<file path="src/rtl/mcpipe_pkg.sv">
package mcpipe_pkg;

  typedef enum logic [1:0] {
    ST_IDLE = 2'd0,
    ST_BUSY = 2'd1,
    ST_DONE = 2'd2
  } stage_state_e;

  typedef struct packed {
    logic load;
    logic step;
    logic capture;
  } dp_strobe_t;

endpackage

</file>
<file path="src/rtl/mcpipe_ctrl.sv">
module mcpipe_ctrl
  import mcpipe_pkg::*;
#(
  parameter int STEPS = 4
) (
  input  logic       clk,
  input  logic       rstN,
  input  logic       inValid,
  output logic       inReady,
  input  logic       rdyOut,
  output logic       outValid,
  output dp_strobe_t strobe
);

  localparam int CW = (STEPS > 2) ? $clog2(STEPS) : 1;
  localparam logic [CW-1:0] LAST_STEP = CW'(STEPS - 1);

  stage_state_e state;
  logic [CW-1:0] stepCnt;
  logic accept;
  logic issue;

  assign inReady = (state == ST_IDLE);
  assign accept  = inReady && inValid;
  assign issue   = (state == ST_DONE) && rdyOut;

  always_comb begin
    strobe         = '0;
    strobe.load    = accept;
    strobe.step    = (state == ST_BUSY);
    strobe.capture = issue;
  end

  always_ff @(posedge clk) begin
    if (!rstN) begin
      state    <= ST_IDLE;
      stepCnt  <= '0;
      outValid <= 1'b0;
    end else begin
      outValid <= issue;
      case (state)
        ST_IDLE: begin
          if (accept) begin
            state   <= ST_BUSY;
            stepCnt <= '0;
          end
        end
        ST_BUSY: begin
          if (stepCnt == LAST_STEP) state <= ST_DONE;
          else stepCnt <= stepCnt + 1'b1;
        end
        ST_DONE: begin
          if (issue) state <= ST_IDLE;
        end
        default: state <= ST_IDLE;
      endcase
    end
  end

  // a taken sample makes the stage busy on the next cycle
  p_accept_busy_r3: assert property (@(posedge clk) disable iff (!rstN)
    (inValid && inReady) |=> !inReady);

  // result valid lasts exactly one cycle
  p_single_pulse_r5: assert property (@(posedge clk) disable iff (!rstN)
    outValid |=> !outValid);

  // a result is issued only against a delayed ready seen high
  p_issue_gate_r6: assert property (@(posedge clk) disable iff (!rstN)
    outValid |-> $past(rdyOut));

endmodule

</file>
<file path="src/rtl/mcpipe_dp.sv">
module mcpipe_dp
  import mcpipe_pkg::*;
#(
  parameter int W      = 16,
  parameter int COEF_W = 4
) (
  input  logic              clk,
  input  logic              rstN,
  input  dp_strobe_t        strobe,
  input  logic [W-1:0]      dataIn,
  input  logic [COEF_W-1:0] coef,
  output logic [W-1:0]      dataOut
);

  logic [W-1:0]      acc;
  logic [W-1:0]      mcand;
  logic [COEF_W-1:0] mplier;
  logic [W-1:0]      res;

  always_ff @(posedge clk) begin
    if (!rstN) begin
      acc    <= '0;
      mcand  <= '0;
      mplier <= '0;
      res    <= '0;
    end else begin
      if (strobe.load) begin
        acc    <= '0;
        mcand  <= dataIn;
        mplier <= coef;
      end else if (strobe.step) begin
        if (mplier[0]) acc <= acc + mcand;
        mcand  <= mcand << 1;
        mplier <= mplier >> 1;
      end
      if (strobe.capture) res <= acc;
    end
  end

  assign dataOut = res;

endmodule

</file>
<file path="src/rtl/mcpipe_chain.sv">
module mcpipe_chain
  import mcpipe_pkg::*;
#(
  parameter int W      = 16,
  parameter int COEF_W = 4,
  parameter int STAGES = 2,
  parameter logic [STAGES*COEF_W-1:0] COEFS = {4'd3, 4'd5}
) (
  input  logic         clk,
  input  logic         rstN,
  input  logic         srcValid,
  input  logic [W-1:0] srcData,
  output logic         srcReady,
  output logic         outValid,
  output logic [W-1:0] outData,
  input  logic         sinkReady
);

  logic [STAGES:0]   validBus;
  logic [W-1:0]      dataBus [STAGES+1];
  logic [STAGES-1:0] stageReady;
  logic [STAGES:0]   backReg;

  assign validBus[0] = srcValid;
  assign dataBus[0]  = srcData;

  // one register on every readiness path: bit 0 to the source, bit i+1 to stage i
  always_ff @(posedge clk) begin
    if (!rstN) backReg <= '0;
    else       backReg <= {sinkReady, stageReady};
  end

  assign srcReady = backReg[0];

  for (genvar i = 0; i < STAGES; i++) begin : g_stage
    dp_strobe_t strobe;

    mcpipe_ctrl #(.STEPS(COEF_W)) u_ctrl (
      .clk      (clk),
      .rstN     (rstN),
      .inValid  (validBus[i]),
      .inReady  (stageReady[i]),
      .rdyOut   (backReg[i+1]),
      .outValid (validBus[i+1]),
      .strobe   (strobe)
    );

    mcpipe_dp #(.W(W), .COEF_W(COEF_W)) u_dp (
      .clk     (clk),
      .rstN    (rstN),
      .strobe  (strobe),
      .dataIn  (dataBus[i]),
      .coef    (COEFS[i*COEF_W +: COEF_W]),
      .dataOut (dataBus[i+1])
    );
  end

  assign outValid = validBus[STAGES];
  assign outData  = dataBus[STAGES];

  // an accepted sample shows up as low srcReady two cycles later
  p_busy_seen_r4: assert property (@(posedge clk) disable iff (!rstN)
    (srcValid && srcReady) |=> ##1 !srcReady);

  // the chain output waits for sink readiness from two cycles earlier
  p_sink_gate_r6: assert property (@(posedge clk) disable iff (!rstN)
    outValid |-> $past(sinkReady, 2));

  // output data holds between result pulses
  p_out_hold_r7: assert property (@(posedge clk) disable iff (!rstN)
    !outValid |-> $stable(outData));

endmodule

</file>
<file path="config.mk">
export PLATFORM = sky130hd
export DESIGN_NAME = mcpipe_chain
export DESIGN_NICKNAME = d
export VERILOG_FILES = /design/src/rtl/mcpipe_pkg.sv /design/src/rtl/mcpipe_ctrl.sv /design/src/rtl/mcpipe_dp.sv /design/src/rtl/mcpipe_chain.sv
export SDC_FILE = /design/constraint.sdc
export NUM_CORES = 1
export LEC_CHECK = 0
export ABC_CLOCK_PERIOD_IN_PS = 2500
export BUFFER_PORTS_ARGS = -buffer_cell sky130_fd_sc_hd__buf_4
export CAP_MARGIN = 20
export CORE_MARGIN = 2
export CORE_UTILIZATION = 25
export DETAILED_ROUTE_END_ITERATION = 10
export PLACE_DENSITY = 0.41
export SYNTH_ARGS = -nofsm -noshare
export SYNTH_HDL_FRONTEND = slang
export SYNTH_SLANG_ARGS = --single-unit
</file>
<file path="constraint.sdc">
create_clock -name clk -period 2.5 [get_ports clk]
set_clock_uncertainty 0.05 [all_clocks]
set_input_delay 0.5 -clock clk [delete_from_list [all_inputs] [get_ports clk]]
set_output_delay 0.5 -clock clk [all_outputs]
set_load 0.005 [all_outputs]
</file>
# Word-level counts from Yosys, hierarchy flattened
# Index checks and enable logic that the tools add are counted.
# op_classes
bitwise_logic	1
mux	22
reduce_logical	18
n_eq_ne	14
addsub	4
# ops
cell	n
$mux 16	4
$add 16x16->16	2
$mux 2	12
$pmux 2 s3	2
$reduce_and 3->1	4
$eq 2x2->1 const B	4
$ne 2x1->1 const B	4
$ne 2x2->1 const B	4
$pmux 2 s2	2
$reduce_bool 2->1	4
$mux 3	2
$add 2x1->2 const B	2
$eq 2x1->1 const B	2
$logic_and 1x1->1	4
$logic_not 2->1	2
$reduce_and 2->1	2
$reduce_or 2->1	2
$not 1->1	1
# totals
wordCells	75
reg_bits	114
out_inout_bits	18

# Logic depth before layout (Yosys ltp)
# Gate-level depths: netlist (run 1).
# logic_depth
ltp_word	4
depth_mapped	8
ltp_nobuf	8

# By module
# Synthesis (run 1) repeated with hierarchy kept, for this count alone.
# hier_totals
cells_unflattened	711
hier_area_um2	6209.7
# by_module_without_submodules
module	area_per_inst_um2	n_inst	seq_area_each_um2	cells_each
mcpipe_dp at g_stage[1].u_dp	2811.4	1	1041.0	326
mcpipe_dp at g_stage[0].u_dp	2778.9	1	1041.0	313
mcpipe_ctrl	266.5	2	100.1	32
mcpipe_chain	86.3	1	60.1	8

# Least setup slack after synthesis (run 1)
# Ideal clock, no wire load.
# synth_path
kind	reg-to-reg
start	register g_stage[0].u_dp.mcand[0]
end	register g_stage[0].u_dp.acc[12]
setup_ns	0.117
path_stages_with_launch	9
arrival_ns	2.077
required_ns	2.333
setup_slack_ns	0.256
path_cell_list	dfxtp_1 > ha_1 > fa_1 > a21o_1 > a221oi_2 > o211ai_1 > a41oi_1 > mux2i_1 > nand2_1
# synth_via
elab_chain_cells	1
# synth_rtl
element	line_no	source
start, declared	mcpipe_dp.sv:16	logic [W-1:0] mcand;
start signal, assigned	mcpipe_dp.sv:29	mcand <= dataIn;
start signal, assigned	mcpipe_dp.sv:33	mcand <= mcand << 1;
$add 16x16->16	mcpipe_dp.sv:32	if (mplier[0]) acc <= acc + mcand;
end signal, assigned	mcpipe_dp.sv:32	
end, declared	mcpipe_dp.sv:15	logic [W-1:0] acc;
# Every way passes these cells.
# A chain may end at the register's enable or synchronous reset.

# Final worst setup path (run 1)
# Same ends and word-level chain as after synthesis.

==> results of run 1 <==
cell families (layout without fill, tap and decap cells):
kind of cell	Yosys count	after routing	share of synthesized area, %
AOI/OAI and AO/OA	215	215	23.6
adders and majority gates	34	34	7.60
xor gates and xnor gates	18	18	2.72
muxes	3	3	0.518
and+or+nand+nor	265	265	20.8
DFF	114	114	39.4
buffers and inverters	64	99	5.44
power groups by stage:
stage          clock [mW]  sequential, mW  combinational (mW)
6_report             2.38            1.87               0.214
5_1_grt              2.53            1.88               0.239
4_1_cts              2.45            1.87               0.218
3_5_place_dp            0            1.91               0.218
3_3_place_gp            0            1.91               0.216
2_1_floorplan           0            1.90               0.141
sequential cells by signal, summed over array words and instances (netlist names):
name,cells
g_stage.u_dp.dataOut,32
g_stage.u_ctrl.stepCnt,4
g_stage.u_ctrl.outValid,2
g_stage.u_dp.acc,32
g_stage.u_dp.mplier,5
g_stage.u_dp.mcand,32
backReg,3
g_stage.u_ctrl.state,4
layout by cell type (no fill, tap or decap), drive strengths merged, types with 3 or more instances in the layout:
| cell | netlist | final |
|---|---|---|
| and3 | 4 | 4 |
| nand3 | 24 | 24 |
| nor3b | 3 | 3 |
| a22oi | 32 | 32 |
| inv | 12 | 13 |
| xor2 | 9 | 9 |
| nand2 | 152 | 152 |
| mux2i | 3 | 3 |
| a211oi | 6 | 6 |
| o21a | 4 | 4 |
| a21o | 11 | 11 |
| nand4 | 9 | 9 |
| clkbuf | 23 | 21 |
| and2 | 8 | 8 |
| nor2b | 4 | 4 |
| clkinvlp | 0 | 8 |
| a221oi | 4 | 4 |
| nor2 | 31 | 31 |
| or4 | 3 | 3 |
| a31oi | 5 | 5 |
| a21oi | 104 | 104 |
| nor3 | 10 | 10 |
| o211ai | 4 | 4 |
| o21bai | 6 | 6 |
| o21ai | 22 | 22 |
| or3 | 4 | 4 |
| xnor2 | 9 | 9 |
| nand2b | 6 | 6 |
| buf | 29 | 55 |
| ha | 32 | 32 |
| dfxtp | 114 | 114 |
| or2 | 3 | 3 |
worst paths after layout:
kind | from | to | cells past startpoint
worst max-delay path | g_stage[0].u_dp.mcand[0] | g_stage[0].u_dp.acc[12] | 8
worst min-delay path | sinkReady | backReg[2] | 2
worst min register to register | g_stage[1].u_dp.dataOut[10] | g_stage[1].u_dp.dataOut[10] | 2
worst max register to register | g_stage[0].u_dp.mcand[0] | g_stage[0].u_dp.acc[12] | 8
critical path: cells and delay by family, from the launching register on:
kind / cells / cell delay [ns]
multiplexers: 1 / 0.21
AND/OR/NAND/NOR: 1 / 0.06
AO/OA/AOI/OAI: 4 / 0.93
adder cells (fa/ha/maj): 2 / 0.65
flip-flops: 1 / 0.32
per-stage QoR:
step                cells  power [mW]  hold WS [ns]  worst slack, ns
global route         1033        4.64         0.223           0.0255
CTS                  1033        4.54         0.217            0.124
floorplan             713        2.04         0.382            0.256
global placement     1001        2.13         0.393            0.164
finish               1033        4.47         0.240            0.157
detailed placement   1001        2.13         0.398            0.139
per-layer routing:
metal	GRT usage [%]	part of all wire, %
met4	4.24	0.81
met5	0	0
met3	2.96	2.6
met2	21.8	48
met1	16.5	49
area by class of cell:
type / count / area [um2] / area share (%)
Inverter: 12 / 45.0 / 0.654
Multi-Input combinational cell: 535 / 3210 / 46.6
Timing Repair Buffer: 55 / 413 / 5.99
Clock inverter: 11 / 104 / 1.51
Sequential cell: 114 / 2280 / 33.1
Clock buffer: 21 / 480 / 6.98
Tap cell: 285 / 357 / 5.18
Yosys cell counts (all sizes together), types with 3 or more instances:
master / number
nor2b: 4
dfxtp: 114
and3: 4
nand2b: 6
a211oi: 6
mux2i: 3
a221oi: 4
xnor2: 9
nor3b: 3
o211ai: 4
or4: 3
nand2: 152
or2: 3
inv: 12
a22oi: 32
nand4: 9
a31oi: 5
a21oi: 104
xor2: 9
a21o: 11
clkbuf: 23
nor3: 10
buf: 29
ha: 32
o21ai: 22
nor2: 31
o21a: 4
and2: 8
o21bai: 6
or3: 4
nand3: 24
==> impl_metrics.env, run 1 <==
export IMPL_wl_per_cell_um=14.6
export IMPL_drive_gt1_share_pct=14.2
export IMPL_p_leak_nw=2.63
export IMPL_grt_max_degree=49
export IMPL_diodes=0
export IMPL_clock_fmax_ghz=0.427
export IMPL_status="finished, final reports clean"
export IMPL_synth_seq_cells=114
export IMPL_port_buffers=37
export IMPL_grt_pass1_vias=4937
export IMPL_clock_power_share_pct=53.2
export IMPL_synth_area_per_cell_um2=8.13
export IMPL_synthTopCellsByArea="dfxtp_1 39%, nand2_1 9.8%, a21oi_1 9.0%, ha_1 6.9%, a22oi_1 4.1%"
export IMPL_clock_latency_ns=0.42
export IMPL_ys_warn_count=0
export IMPL_final_antenna_net_count=0
export IMPL_ir_drop_mv=0.349
export IMPL_cp_slowest_cell="fa_1"
export IMPL_core_um2=22700
export IMPL_cts_buffers=17
export IMPL_grt_overflow_total=0
export IMPL_dieWidth_um=156
export IMPL_synth_edf_count=0
export IMPL_die_area_um2=24400
export IMPL_worstHoldPathType="input pin to flip-flop"
export IMPL_area_growth_pct=18.8
export IMPL_clockBufferDepth=2
export IMPL_worstPathRequired_ns=2.75
export IMPL_h_tree_depth=4
export IMPL_cts_root_buf="clkbuf_16"
export IMPL_synth_cell_types=62
export IMPL_first_iter_violations=205
export IMPL_seq_power_share_pct=42.0
export IMPL_combPwrFrac_pct=4.8
export IMPL_cp_arrival_ns=2.60
export IMPL_synthCells=713
export IMPL_via_per_inst=4.75
export IMPL_fillers=2452
export IMPL_worstPathCellList="ha_1, fa_1, a21o_1, a221oi_2, o211ai_1, a41oi_1, mux2i_1, nand2_1"
export IMPL_synth_nets=767
export IMPL_crit_type="flip-flop to flip-flop"
export IMPL_drtPass1Iterations=5
export IMPL_worst_path_max_fanout=3
export IMPL_stdcell_area_um2=6890
export IMPL_synth_top_area_share_pct=39.4
export IMPL_clk_pin_slew_ns=0.06
export IMPL_cts_setup_buffers=0
export IMPL_drv_slew=0
export IMPL_yosysSeqAreaShare_pct=39.4
export IMPL_grt_pass1_wl_um=25100
export IMPL_p_int_mw=3.40
export IMPL_ctsHoldBuffers=0
export IMPL_switchingPower_mw=1.07
export IMPL_grt_use_total_pct=13.0
export IMPL_ctsResizeCount=0
export IMPL_hold_viol=0
export IMPL_yosysTopAreaCell="dfxtp_1"
export IMPL_postLayoutCoreUtil_pct=30.3
export IMPL_hpwl_um=11200
export IMPL_place_congestion=0.896
export IMPL_place_area_um2=6300
export IMPL_finalCriticalPeriod_ns=2.34
export IMPL_critPathCaptureType="flip-flop"
export IMPL_tns_ns=0
export IMPL_cpPeakStageDelay_ns=0.42
export IMPL_wl_um=15100
export IMPL_cts_tree="yes"
export IMPL_powerDensity_nw_per_um2=648
export IMPL_start_kind="flip-flop"
export IMPL_num_rows=55
export IMPL_setup_violations=0
export IMPL_async_reset_ff_share_pct=0
export IMPL_rsz0062_at_grt="false"
export IMPL_timing_max_cap_violations=0
export IMPL_vias=4909
export IMPL_syn_cell_area_um2=5800
export IMPL_relSlewSlack_pct=32.7
export IMPL_ios=38
export IMPL_tightest_slew_ns=1.01
export IMPL_fin_nets=789
export IMPL_antenna_found_initial=0
export IMPL_synth_ff_type="dfxtp_1"
export IMPL_swShare_pct=23.9
export IMPL_min_period_over_period_pct=93.7
export IMPL_r2r_slack_ns=0.16
export IMPL_start_util_pct=25.5
export IMPL_drc=0
export IMPL_cts_sinks=114
export IMPL_die_h_um=156
Note: power is estimated with default switching activity, not from simulation.
==> run 2: changes to the inputs <==
==> constraint.sdc (replaced) <==
create_clock -name clk -period 2.5 [get_ports clk]
set_clock_uncertainty 0.05 [all_clocks]
set_input_delay 0.375 -clock clk [delete_from_list [all_inputs] [get_ports clk]]
set_output_delay 0.375 -clock clk [all_outputs]
set_load 0.005 [all_outputs]
==> impl_metrics.env, run 2 (same netlist as run 1, synthesis figures left out) <==
export IMPL_crit_buf_inv=0
export IMPL_status="finished, final reports clean"
export IMPL_first_iter_violations=214
export IMPL_hold_path_startpoint="sinkReady"
export IMPL_hold_viol=0
export IMPL_tns_ns=0
export IMPL_worstPathCellList="ha_1, fa_1, a21o_1, a221oi_2, o211ai_1, a41oi_2, mux2i_1, nand2_1"
export IMPL_clockBufferDepth=2
export IMPL_powerDensity_nw_per_um2=639
export IMPL_final_cell_mix="152 x nand2_1, 114 x dfxtp_1, 104 x a21oi_1"
export IMPL_place_area_um2=6310
export IMPL_ir_drop_mv=0.391
export IMPL_via_per_inst=4.82
export IMPL_tightest_slew_ns=0.588
export IMPL_drtPass1Iterations=4
export IMPL_grt_max_degree=40
export IMPL_clock_fmax_ghz=0.430
export IMPL_reg2reg_from="g_stage[0].u_dp.mcand[0]"
export IMPL_r2r_slack_ns=0.17
export IMPL_clk_pin_slew_ns=0.06
export IMPL_hold_depth=2
export IMPL_cts_root_buf="clkbuf_16"
export IMPL_cts_setup_buffers=0
export IMPL_wl_um=15300
export IMPL_grt_pass1_vias=4970
export IMPL_swShare_pct=22.9
export IMPL_drv_slew=0
export IMPL_cts_sinks=114
export IMPL_cts_tree="yes"
export IMPL_area_growth_pct=18.9
export IMPL_grt_use_total_pct=13.3
export IMPL_worstPathRequired_ns=2.75
export IMPL_crit_type="flip-flop to flip-flop"
export IMPL_die_area_um2=24400
export IMPL_antenna_found_initial=0
export IMPL_relSlewSlack_pct=60.6
export IMPL_ios=38
export IMPL_worstHoldPathType="input pin to flip-flop"
export IMPL_core_um2=22700
export IMPL_ctsHoldBuffers=0
export IMPL_timing_max_cap_violations=0
export IMPL_min_period_over_period_pct=93.1
export IMPL_cp_slowest_cell="fa_1"
export IMPL_finalCriticalPeriod_ns=2.33
export IMPL_ctsResizeCount=0
export IMPL_crit_family="compound AO/OA/AOI/OAI gates"
export IMPL_diodes=0
export IMPL_wl_per_cell_um=14.8
export IMPL_setup_violations=0
export IMPL_min_to="backReg[2]"
export IMPL_drive_gt1_share_pct=14.3
export IMPL_final_antenna_net_count=0
export IMPL_num_rows=55
export IMPL_cp_arrival_ns=2.57
export IMPL_place_congestion=0.888
export IMPL_dieWidth_um=156
export IMPL_grt_overflow_total=0
export IMPL_seq_power_share_pct=42.6
export IMPL_switchingPower_mw=1.01
export IMPL_combPwrFrac_pct=5.0
export IMPL_die_h_um=156
export IMPL_clock_latency_ns=0.41
export IMPL_port_buffers=37
export IMPL_cpPeakStageDelay_ns=0.41
export IMPL_vias=4985
export IMPL_p_int_mw=3.39
export IMPL_clock_power_share_pct=52.4
export IMPL_reg2regPathDepth=8
export IMPL_cts_buffers=17
export IMPL_h_tree_depth=4
export IMPL_p_leak_nw=2.65
export IMPL_grt_pass1_wl_um=25600
export IMPL_reg2reg_to="g_stage[0].u_dp.acc[12]"
export IMPL_stdcell_area_um2=6890
export IMPL_start_util_pct=25.5
export IMPL_final_common_cell="nand2_1"
export IMPL_rsz0062_at_grt="false"
export IMPL_start_kind="flip-flop"
export IMPL_hpwl_um=11400
export IMPL_worst_path_max_fanout=3
export IMPL_drc=0
export IMPL_fin_nets=791
export IMPL_critPathCaptureType="flip-flop"
run 2: per-stage QoR:
stage | util (%) | std cells | hold slack, ns | setup WS (ns) | power, mW
finish | 30.4 | 1035 | 0.122 | 0.173 | 4.40
global route | 30.4 | 1035 | 0.103 | 0.0209 | 4.59
CTS | 30.3 | 1035 | 0.100 | 0.143 | 4.49
detailed placement | 27.8 | 1003 | 0.398 | 0.165 | 2.14
global placement | 27.8 | 1003 | 0.390 | 0.165 | 2.13
floorplan | - | 713 | 0.382 | 0.256 | 2.04
run 2: power by group through the flow:
| stage | clock network [mW] | registers (mW) | logic [mW] |
|---|---|---|---|
| after floorplan | 0 | 1.90 | 0.141 |
| after global placement | 0 | 1.91 | 0.220 |
| after detailed placement | 0 | 1.91 | 0.222 |
| after CTS | 2.39 | 1.87 | 0.223 |
| after global routing | 2.47 | 1.88 | 0.248 |
| final | 2.31 | 1.87 | 0.220 |
run 2: layout make-up:
cell class | instances | area, um2
Timing Repair Buffer | 57 | 428
Sequential cell | 114 | 2280
Clock buffer | 23 | 488
Fill cell | 2439 | 15800
Clock inverter | 9 | 80.1
Inverter | 12 | 45.0
Multi-Input combinational cell | 535 | 3210
Tap cell | 285 | 357
run 2: worst max path at each step:
| stage | startpoint | end | slack, ns | cells past startpoint |
|---|---|---|---|---|
| 6_report | g_stage[0].u_dp.mcand[0] | g_stage[0].u_dp.acc[12] | 0.17 | 8 |
| 5_1_grt | g_stage[0].u_dp.mcand[0] | g_stage[0].u_dp.acc[12] | 0.02 | 8 |
| 4_1_cts | g_stage[0].u_dp.mcand[0] | g_stage[0].u_dp.acc[12] | 0.14 | 8 |
| 3_5_place_dp | g_stage[0].u_dp.mcand[0] | g_stage[0].u_dp.acc[12] | 0.17 | 8 |
| 3_3_place_gp | g_stage[0].u_dp.mcand[0] | g_stage[0].u_dp.acc[12] | 0.16 | 8 |
| 2_1_floorplan | g_stage[0].u_dp.mcand[0] | g_stage[0].u_dp.acc[12] | 0.26 | 8 |
run 2: routing by layer:
| metal | up-vias | track usage, % | routed length (um) |
|---|---|---|---|
| met5 | - | 0 | 0 |
| met4 | 0 | 4.67 | 207 |
| met3 | 14 | 2.88 | 461 |
| met2 | 75 | 22.6 | 7370 |
| met1 | 2322 | 16.7 | 7270 |
| li1 | 2574 | - | - |
run 2: worst register-to-register path, cell delays in order, from the launching register on:
cell and delay, ns:
dfxtp_1 0.33, ha_1 0.23, fa_1 0.41, a21o_1 0.22, a221oi_2 0.28, o211ai_1 0.19
a41oi_2 0.25, mux2i_1 0.19, nand2_1 0.06
==> run 3: changes to the inputs <==
Settings changed: ABC_CLOCK_PERIOD_IN_PS 2500 to 2300, CORE_MARGIN 2 to default, CTS_BUF_LIST from default to sky130_fd_sc_hd__clkbuf_4.
Clock period 2.5 ns to 2.3 ns, I/O delays scaled along.
==> impl_metrics.env, run 3 (same netlist as run 1, synthesis figures left out) <==
export IMPL_status="finished, final reports clean"
export IMPL_ios=38
export IMPL_ir_drop_mv=0.330
export IMPL_worstHoldPathType="input pin to flip-flop"
export IMPL_die_area_um2=23800
export IMPL_drtPass1Iterations=5
export IMPL_core_um2=22700
export IMPL_num_rows=55
export IMPL_cts_root_buf="clkbuf_4"
export IMPL_final_antenna_net_count=0
export IMPL_min_period_over_period_pct=95.9
export IMPL_hold_viol=0
export IMPL_diodes=0
export IMPL_cp_arrival_ns=2.57
export IMPL_clock_fmax_ghz=0.453
export IMPL_place_area_um2=6360
export IMPL_r2r_slack_ns=0.09
export IMPL_antenna_found_initial=0
export IMPL_clk_pin_slew_ns=0.10
export IMPL_cts_tree="yes"
export IMPL_worst_path_max_fanout=2
export IMPL_tightest_slew_ns=1.00
export IMPL_grt_max_degree=48
export IMPL_reg2reg_from="g_stage[0].u_dp.acc[0]"
export IMPL_first_iter_violations=230
export IMPL_clockBufferDepth=2
export IMPL_grt_overflow_total=0
export IMPL_min_to="g_stage[0].u_dp.mcand[9]"
export IMPL_drive_gt1_share_pct=16.2
export IMPL_start_kind="flip-flop"
export IMPL_grt_use_total_pct=13.3
export IMPL_start_util_pct=25.5
export IMPL_final_common_cell="nand2_1"
export IMPL_powerDensity_nw_per_um2=536
export IMPL_hold_path_startpoint="srcData[9]"
export IMPL_cts_buffers=17
export IMPL_wl_per_cell_um=14.3
export IMPL_cp_slowest_cell="fa_2"
export IMPL_stdcell_area_um2=6740
export IMPL_h_tree_depth=4
export IMPL_reg2regPathDepth=8
export IMPL_die_h_um=154
export IMPL_fin_nets=805
export IMPL_place_congestion=0.845
export IMPL_worstPathCellList="ha_4, fa_2, a21o_1, a221oi_2, o211ai_1, a41oi_2, mux2i_1, nand2_1"
export IMPL_relSlewSlack_pct=32.8
export IMPL_port_buffers=37
export IMPL_tns_ns=0
export IMPL_wl_um=15000
export IMPL_dieWidth_um=154
export IMPL_drv_slew=0
export IMPL_clock_latency_ns=0.53
export IMPL_grt_pass1_wl_um=25200
export IMPL_cts_sinks=114
export IMPL_critPathCaptureType="flip-flop"
export IMPL_grt_pass1_vias=4971
export IMPL_postLayoutCoreUtil_pct=29.7
export IMPL_p_leak_nw=2.56
export IMPL_worstPathRequired_ns=2.67
export IMPL_vias=5075
export IMPL_timing_max_cap_violations=0
export IMPL_hold_depth=3
export IMPL_crit_type="flip-flop to flip-flop"
export IMPL_drc=0
export IMPL_via_per_inst=4.84
export IMPL_rsz0062_at_grt="true"
export IMPL_reg2reg_to="g_stage[0].u_dp.acc[12]"
export IMPL_area_growth_pct=16.3
export IMPL_hpwl_um=11400
export IMPL_finalCriticalPeriod_ns=2.21
export IMPL_final_cell_mix="152 x nand2_1, 110 x dfxtp_1, 104 x a21oi_1"
export IMPL_setup_violations=0
export IMPL_cpPeakStageDelay_ns=0.37
[run 3: changes by cell type in the layout (fill, tap and decap cells not counted), moves of 2 or more]
cell           change
buf_4              +8
clkbuf_1           -2
clkbuf_16         -17
clkbuf_4          +20
clkbuf_8           -4
clkinv_1           +3
dfxtp_1            -4
dfxtp_2            +4
dlygate4sd3_1      +6
fa_1               -2
fa_2               +2
ha_1               -3
ha_2               +2
[run 3: final cells by class]
cell class,instances,area [um2]
flip-flops and latches,114,2290
multi-input cells,535,3260
fillers,2480,16000
repair buffers,71,548
inverters,12,45.0
well taps,285,357
clock buffers,20,150
clock inverters,12,92.6
[run 3: worst max-delay path, delay by kind of cell, from the launching register on]
kind	cells	cell delay, ns
muxes	1	0.21
and+or+nand+nor	1	0.07
adders and majority gates	2	0.53
DFF	1	0.35
AOI/OAI and AO/OA	4	0.89
[run 3: timing repair]
| item | in CTS | in global routing |
|---|---|---|
| gates resized for setup | 3 | 13 |
| pin swaps | 2 | 8 |
| hold buffers | 5 | 1 |
| endpoints found under the setup margin | 2 | 8 |
| setup buffers | 0 | 1 |
| gates cloned | 0 | 0 |
| endpoints found under the hold margin | 5 | 1 |
[run 3: metal layers]
| metal | share of wire [%] | up-vias | global-route usage, % |
|---|---|---|---|
| met3 | 2.9 | 13 | 3.19 |
| li1 | - | 2602 | - |
| met4 | 0.87 | 0 | 3.16 |
| met2 | 49 | 74 | 23.5 |
| met5 | 0 | - | 0 |
| met1 | 47 | 2386 | 16.1 |
[run 3: how the worst max path moves through the flow]
stage | start | endpoint | slack (ns) | cells past startpoint
3_3_place_gp | g_stage[0].u_dp.mcand[0] | g_stage[0].u_dp.acc[12] | -0.03 | 8
4_1_cts | g_stage[0].u_dp.mcand[0] | g_stage[0].u_dp.acc[12] | 0.006 | 8
5_1_grt | g_stage[0].u_dp.acc[0] | g_stage[0].u_dp.acc[12] | -0.01 | 8
3_5_place_dp | g_stage[0].u_dp.mcand[0] | g_stage[0].u_dp.acc[12] | -0.03 | 8
6_report | g_stage[0].u_dp.acc[0] | g_stage[0].u_dp.acc[12] | 0.09 | 8
2_1_floorplan | g_stage[0].u_dp.mcand[0] | g_stage[0].u_dp.acc[12] | 0.06 | 8
[run 3: where the power goes]
| group | leakage [nW] | switching (mW) | total, mW | internal [mW] |
|---|---|---|---|---|
| sequential | 0.925 | 0.0298 | 2.03 | 2.00 |
| combinational | 1.51 | 0.144 | 0.242 | 0.0983 |
| clock | 0.131 | 0.786 | 1.34 | 0.553 |
[run 3: through the flow]
stage / instances / hold slack [ns] / setup slack (ns) / power, mW
after global routing: 1049 / 0.00467 / -0.0121 / 3.82
final: 1049 / 0.0508 / 0.0941 / 3.61
after global placement: 1010 / 0.392 / -0.0295 / 2.31
after detailed placement: 1010 / 0.398 / -0.0311 / 2.32
after CTS: 1047 / 0.00196 / 0.00638 / 3.69
after floorplan: 713 / 0.382 / 0.0557 / 2.22
